[config.mk]
export PLATFORM = sky130hd
export DESIGN_NAME = scroll_addr_unit
export DESIGN_NICKNAME = d
export VERILOG_FILES = /design/src/rtl/scroll_pkg.sv /design/src/rtl/scroll_latch.sv /design/src/rtl/scroll_counter.sv /design/src/rtl/scroll_addr_mux.sv /design/src/rtl/scroll_addr_unit.sv
export SDC_FILE = /design/constraint.sdc
export NUM_CORES = 1
export LEC_CHECK = 0
export ABC_AREA = 0
export BUFFER_PORTS_ARGS = -buffer_cell sky130_fd_sc_hd__buf_2
export CORE_UTILIZATION = 49
export DETAILED_ROUTE_END_ITERATION = 8
export GPL_ROUTABILITY_DRIVEN = 0
export GPL_TIMING_DRIVEN = 0
export PLACE_DENSITY = 0.83
export SYNTH_ARGS = -nofsm -noshare
export SYNTH_HDL_FRONTEND = slang
export SYNTH_SLANG_ARGS = --single-unit
[constraint.sdc]
create_clock -name clk_i -period 1.8 [get_ports clk_i]
set_input_delay 0.27 -clock clk_i [delete_from_list [all_inputs] [get_ports clk_i]]
set_output_delay 0.27 -clock clk_i [all_outputs]
set_load 0.02 [all_outputs]
[src/rtl/scroll_pkg.sv]
package scroll_pkg;
  localparam int unsigned CRS_W   = 5;
  localparam int unsigned FINE_W  = 3;
  localparam int unsigned ADDR_W  = 14;
  localparam int unsigned CHAIN_W = FINE_W + 2 + 2 * CRS_W;
  localparam int unsigned HPOS_W  = CRS_W + 1;
  localparam logic [CRS_W-1:0] VT_LAST = CRS_W'(29);
  localparam logic [1:0] NT_BASE = 2'b10;
  localparam logic [3:0] AT_ROW  = 4'hF;

  // field order is the data-port carry chain, msb first
  typedef struct packed {
    logic [FINE_W-1:0] fv;
    logic              v;
    logic              h;
    logic [CRS_W-1:0]  vt;
    logic [CRS_W-1:0]  ht;
  } vpos_t;
endpackage

[src/rtl/scroll_latch.sv]
module scroll_latch
  import scroll_pkg::*;
(
  input  logic              clk_i,
  input  logic              rst_ni,
  input  logic              wr_ctrl_i,
  input  logic              wr_scroll_i,
  input  logic              wr_addr_i,
  input  logic [7:0]        wdata_i,
  input  logic              status_rd_i,
  output vpos_t             lat_q_o,
  output vpos_t             lat_d_o,
  output logic [FINE_W-1:0] fine_x_o,
  output logic              inc32_o,
  output logic              toggle_o,
  output logic              copy_o
);
  vpos_t             lat_q, lat_d;
  logic [FINE_W-1:0] fh_q, fh_d;
  logic              inc_q, inc_d, tog_q, tog_d;

  always_comb begin
    lat_d  = lat_q;
    fh_d   = fh_q;
    inc_d  = inc_q;
    tog_d  = tog_q;
    copy_o = 1'b0;
    if (wr_ctrl_i) begin
      lat_d.h = wdata_i[0];
      lat_d.v = wdata_i[1];
      inc_d   = wdata_i[2];
    end else if (wr_scroll_i) begin
      tog_d = ~tog_q;
      if (!tog_q) begin
        lat_d.ht = wdata_i[7:3];
        fh_d     = wdata_i[2:0];
      end else begin
        lat_d.vt = wdata_i[7:3];
        lat_d.fv = wdata_i[2:0];
      end
    end else if (wr_addr_i) begin
      tog_d = ~tog_q;
      if (!tog_q) begin
        lat_d.fv        = {1'b0, wdata_i[5:4]};
        lat_d.v         = wdata_i[3];
        lat_d.h         = wdata_i[2];
        lat_d.vt[4:3]   = wdata_i[1:0];
      end else begin
        lat_d.vt[2:0]   = wdata_i[7:5];
        lat_d.ht        = wdata_i[4:0];
        copy_o          = 1'b1;
      end
    end else if (status_rd_i) begin
      tog_d = 1'b0;
    end
  end

  always_ff @(posedge clk_i or negedge rst_ni) begin
    if (!rst_ni) begin
      lat_q <= '0;
      fh_q  <= '0;
      inc_q <= 1'b0;
      tog_q <= 1'b0;
    end else begin
      lat_q <= lat_d;
      fh_q  <= fh_d;
      inc_q <= inc_d;
      tog_q <= tog_d;
    end
  end

  assign lat_q_o  = lat_q;
  assign lat_d_o  = lat_d;
  assign fine_x_o = fh_q;
  assign inc32_o  = inc_q;
  assign toggle_o = tog_q;
endmodule

[src/rtl/scroll_counter.sv]
module scroll_counter
  import scroll_pkg::*;
(
  input  logic  clk_i,
  input  logic  rst_ni,
  input  vpos_t lat_q_i,
  input  vpos_t lat_d_i,
  input  logic  copy_i,
  input  logic  render_en_i,
  input  logic  vreload_i,
  input  logic  hreload_i,
  input  logic  data_acc_i,
  input  logic  inc32_i,
  input  logic  line_tick_i,
  input  logic  tile_tick_i,
  output vpos_t cnt_o
);
  vpos_t              cnt_q, cnt_d, vnext;
  logic [HPOS_W-1:0]  hnext;
  logic [CHAIN_W-1:0] step, chain_sum;

  assign step      = inc32_i ? CHAIN_W'(1 << CRS_W) : CHAIN_W'(1);
  assign chain_sum = cnt_q + step;
  assign hnext     = {cnt_q.h, cnt_q.ht} + HPOS_W'(1);

  always_comb begin
    vnext    = cnt_q;
    vnext.fv = cnt_q.fv + FINE_W'(1);
    if (cnt_q.fv == '1) begin
      if (cnt_q.vt == VT_LAST) begin
        vnext.vt = '0;
        vnext.v  = ~cnt_q.v;
      end else begin
        vnext.vt = cnt_q.vt + CRS_W'(1);
      end
    end
  end

  always_comb begin
    cnt_d = cnt_q;
    if (copy_i) begin
      cnt_d = lat_d_i;
    end else if (render_en_i && vreload_i) begin
      cnt_d = lat_q_i;
    end else if (render_en_i && hreload_i) begin
      cnt_d.h  = lat_q_i.h;
      cnt_d.ht = lat_q_i.ht;
    end else if (data_acc_i) begin
      cnt_d = vpos_t'(chain_sum);
    end else if (render_en_i && line_tick_i) begin
      cnt_d = vnext;
    end else if (render_en_i && tile_tick_i) begin
      {cnt_d.h, cnt_d.ht} = hnext;
    end
  end

  always_ff @(posedge clk_i or negedge rst_ni) begin
    if (!rst_ni) cnt_q <= '0;
    else         cnt_q <= cnt_d;
  end

  assign cnt_o = cnt_q;
endmodule

[src/rtl/scroll_addr_mux.sv]
module scroll_addr_mux
  import scroll_pkg::*;
(
  input  vpos_t             cnt_i,
  output logic [ADDR_W-1:0] data_addr_o,
  output logic [ADDR_W-1:0] nt_addr_o,
  output logic [ADDR_W-1:0] at_addr_o,
  output logic [1:0]        attr_sel_o
);
  assign data_addr_o = cnt_i[ADDR_W-1:0];
  assign nt_addr_o   = {NT_BASE, cnt_i.v, cnt_i.h, cnt_i.vt, cnt_i.ht};
  assign at_addr_o   = {NT_BASE, cnt_i.v, cnt_i.h, AT_ROW,
                        cnt_i.vt[CRS_W-1:CRS_W-3], cnt_i.ht[CRS_W-1:CRS_W-3]};
  assign attr_sel_o  = {cnt_i.vt[1], cnt_i.ht[1]};
endmodule

[src/rtl/scroll_addr_unit.sv]
module scroll_addr_unit
  import scroll_pkg::*;
(
  input  logic        clk_i,
  input  logic        rst_ni,
  input  logic        wr_ctrl_i,
  input  logic        wr_scroll_i,
  input  logic        wr_addr_i,
  input  logic [7:0]  wdata_i,
  input  logic        status_rd_i,
  input  logic        data_acc_i,
  input  logic        render_en_i,
  input  logic        tile_tick_i,
  input  logic        line_tick_i,
  input  logic        hreload_i,
  input  logic        vreload_i,
  output logic [13:0] data_addr_o,
  output logic [13:0] nt_addr_o,
  output logic [13:0] at_addr_o,
  output logic [2:0]  fine_x_o,
  output logic [1:0]  attr_sel_o
);
  vpos_t lat_q, lat_d, cnt;
  logic  inc32, toggle, copy;

  scroll_latch u_latch (
    .clk_i, .rst_ni, .wr_ctrl_i, .wr_scroll_i, .wr_addr_i, .wdata_i, .status_rd_i,
    .lat_q_o(lat_q), .lat_d_o(lat_d), .fine_x_o, .inc32_o(inc32),
    .toggle_o(toggle), .copy_o(copy)
  );

  scroll_counter u_cnt (
    .clk_i, .rst_ni, .lat_q_i(lat_q), .lat_d_i(lat_d), .copy_i(copy),
    .render_en_i, .vreload_i, .hreload_i, .data_acc_i, .inc32_i(inc32),
    .line_tick_i, .tile_tick_i, .cnt_o(cnt)
  );

  scroll_addr_mux u_mux (
    .cnt_i(cnt), .data_addr_o, .nt_addr_o, .at_addr_o, .attr_sel_o
  );
endmodule

==> reports/qor.csv <==
stage,metric,value,unit
global_route,grt ovf,0,
setup_path,CP arrival,2.03,ns
power_and_ir_drop,VDD IR-drop max,0.000688,V
logic_synthesis,"Async S/R FF share, synth",100,%
setup_path,max incr delay on CP,0.41,ns
status,failing checks,negative setup slack,
clock_tree,maximum clock path buffer count,2,
logic_synthesis,Post-Synthesis Cell Area,2830,µm²
placement,Buffers on Ports,56,
setup_path,RR Startpoint,u_latch.inc32_o,
global_route,gr busiest metal,met2,
layout,antenna cells,0,
clock_tree,CTS H-tree lvls,2,
status,status,"finished, violations left",
setup_path,reg2reg end,u_cnt.cnt_o[14],
timing,post-route worst setup slack,-0.0368,ns
timing,Max Fclk,544,MHz
clock_tree,cts bufs inserted,5,
setup_path,crit-path cells,buf_6 -> ha_4 -> nand4_1 -> o21ai_4 -> buf_6 -> nand3_4 -> xnor2_2 -> a41o_1,
logic_synthesis,prevailing post-synth register cell,dfrtp_1,
logic_synthesis,Netlist cell types,61,
routing,WL final,7840,µm
power_and_ir_drop,Power per Cell Area,1260,nW/µm²
floorplan,Cell Rows,27,
routing,via count,2864,
global_route,met1 usage,32.5,%
global_route,largest net degree at the start of global routing,36,
timing,max_slew headroom,45.6,%
layout,nets,445,
logic_synthesis,yosys warns,0,
routing,DRT Pass-1 Iters,5,
clock_tree,CTS tree,built,
logic_synthesis,"Seq/Total Area, Yosys",31.0,%
logic_synthesis,"area leader, netlist",dfrtp_1,
setup_path,CP required,1.99,ns
setup_path,maximum fanout along the worst path,4,
timing,Pins Over Slew Limit,0,
timing,Final Skew,0.0112,ns
floorplan,I/O pins,67,
placement,placed insts,471,
timing,Setup TNS,-0.0469,ns
layout,Finished Layout Cells,490,
setup_path,Crit path top cell by count,buf_6,
global_route,vias in the first global route,2607,
setup_path,Worst Setup End Kind,flip-flop,
timing,Setup Viol. Count Final,2,
clock_tree,clk slew on worst S/H paths,0.08,ns
logic_synthesis,Syn Area/Cell,8.38,µm²
clock_tree,Clock Latency Late Sink,0.30,ns
global_route,initial antenna violation count,0,
setup_path,Startpoint Class,flip-flop,
logic_synthesis,synthesized flop and latch total,35,
setup_path,R2R cell count,8,
placement,Detail Placement HPWL,5470,µm
timing,fin crit share,102,%
floorplan,die footprint,6070,µm²
power_and_ir_drop,leakage,0.00164,µW
floorplan,Die W,77.9,µm
clock_tree,CTS Sinks,35,
global_route,GR Layer Usage met3,6.24,%
setup_path,kind of critical path,flip-flop to flip-flop,
logic_synthesis,synthesized instance count,337,
logic_synthesis,Yosys top cell area share,31.0,%
worst_hold_path,Hold Path Class,input pin to async pin,
timing,minimum clock period,1.84,ns
floorplan,starting density of the core,51.0,%
timing,Slew @ Worst Pin,0.815,ns
global_route,GR Layer Usage met2,43.2,%
placement,Setup WS pre-CTS,-0.304,ns
layout,P&R area growth vs syn,25.7,%
timing,unrepaired setup endpoints after global routing,yes,
setup_path,Worst R2R Setup Slack,-0.04,ns
setup_path,critical path's slowest cell,dfrtp_1,
routing,Avg WL per Cell,16.0,µm
timing,Final Hold Fails,0,
floorplan,Die Span Y,77.9,µm
layout,share of cells above drive strength 1,39.7,%
floorplan,Core Area,5540,µm²
clock_tree,CTS root buffer,clkbuf_8,
global_route,global-route wire length before repair,12500,µm
routing,vias per cell,5.84,
routing,1st-iter DRT viols,283,
layout,final core utilization,64.1,%
global_route,Tot GR Track Use,26.3,%
logic_synthesis,"EDFF count, synth",0,
logic_synthesis,Synth area leaders,"dfrtp_1 (31%), buf_4 (12%), o21ai_0 (4.3%), o22a_1 (4.0%), ha_1 (3.5%)",
routing,post-route DRC violation count,0,
job,max cap viols,0,
routing,Antenna Nets Post-Route,0,
cell type report:
| class | instances | area [µm²] |
|---|---|---|
| Fill cell | 466 | 1990 |
| Multi-Input combinational cell | 233 | 1620 |
| Sequential cell | 35 | 882 |
| Buffer | 64 | 444 |
| Timing Repair Buffer | 67 | 370 |
| Clock buffer | 8 | 100 |
| Tap cell | 72 | 90.1 |
| Inverter | 11 | 41.3 |
metal layers:
layer / routed length [µm] / vias up
met5: 0 / -
met4: 163 / 0
met3: 736 / 21
met2: 3800 / 163
met1: 3140 / 1340
li1: - / 1340
timing repair:
item                       in CTS  in global routing
hold buffers                    0                  0
buffers inserted                6                  5
hold endpoints to repair        0                  0
setup endpoints to repair      11                 14
pin swaps                      10                  8
resized for setup              22                 17
critical path, delay by kind of cell, from the launching register on:
| kind | cells | cell delay [ns] |
|---|---|---|
| simple gates | 2 | 0.21 |
| buf+inv | 2 | 0.27 |
| xor+xnor | 1 | 0.13 |
| fa+ha+maj | 1 | 0.27 |
| compound gates | 2 | 0.43 |
| flops | 1 | 0.41 |
cell usage in the layout (no fill, tap or decap), types with 3 or more instances in the layout:
cell      Yosys  routed
a31o_2        3       3
conb_1        2       8
ha_4          0       4
o22ai_1       6       6
buf_6         2       4
a31oi_1       8       8
nor2b_1       5       5
ha_1          8       4
mux2i_1       4       4
o21ai_0      24      22
o21ai_1       1       3
a21oi_1      17      16
buf_4        46      55
nand2_1      25      25
a22oi_1       4       4
nand3_1      10       8
o211ai_1      3       3
dfrtp_2       0       5
xor2_1        5       5
nor3_1        6       5
buf_2         8      64
o31a_1        3       3
nor2_1       23      21
and3_1        4       3
clkbuf_8      0       7
and2_1        5       4
clkbuf_1      7       6
nand4_1       3       3
dfrtp_1      35      30
inv_1        11      10
o22a_1       13      13
worst max-delay path by stage:
| stage | startpoint | to | slack, ns |
|---|---|---|---|
| 2_1_floorplan | u_cnt.cnt_o[5] | u_cnt.cnt_o[13] | 0.05 |
| 3_3_place_gp | u_cnt.cnt_o[0] | u_cnt.cnt_o[8] | -0.25 |
| 3_5_place_dp | u_cnt.cnt_o[0] | u_cnt.cnt_o[8] | -0.30 |
| 4_1_cts | u_latch.inc32_o | u_cnt.cnt_o[14] | -0.05 |
| 5_1_grt | u_latch.inc32_o | u_cnt.cnt_o[14] | -0.09 |
| 6_report | u_latch.inc32_o | u_cnt.cnt_o[14] | -0.04 |
power breakdown:
part | switching, µW | internal [µW] | leakage (µW)
combinational | 1280 | 1190 | 0.00119
clock | 313 | 350 | 0.0000515
sequential | 311 | 1030 | 0.000401
cell families (layout without fill, tap and decap cells):
logic type,count (synthesis),in the layout,share of synthesized area (%)
xor gates and xnor gates,7,7,2.17
AOI/OAI and AO/OA,110,110,27.3
and+or+nand+nor,94,94,16.6
muxes,6,6,2.21
adders and majority gates,8,8,3.54
buffers and inverters,75,150,17.0
other,2,8,0.266
DFF,35,35,31.0
synthesized netlist by cell type (8+ instances only):
master / number
buf_4: 46
a21oi_1: 17
dfrtp_1: 35
nor2_1: 23
nand3_1: 10
a31oi_1: 8
ha_1: 8
o21ai_0: 24
buf_2: 8
o22a_1: 13
nand2_1: 25
inv_1: 11
metrics by stage:
stage	power, µW	area, µm²	hold WS (ns)
floorplan	2960	2850	-0.0256
global placement	3480	3220	0.397
detailed placement	3570	3220	0.411
CTS	4350	3450	0.0849
global route	4750	3550	0.110
finish	4470	3550	0.0564
registers in the layout, indices dropped and copies added, names as in the netlist:
name	flops
u_cnt.cnt_o	15
u_latch.fine_x_o	3
u_latch.inc32_o	1
u_latch.lat_q_o	15
u_latch.toggle_o	1
Power figures use the tool's default switching activity.
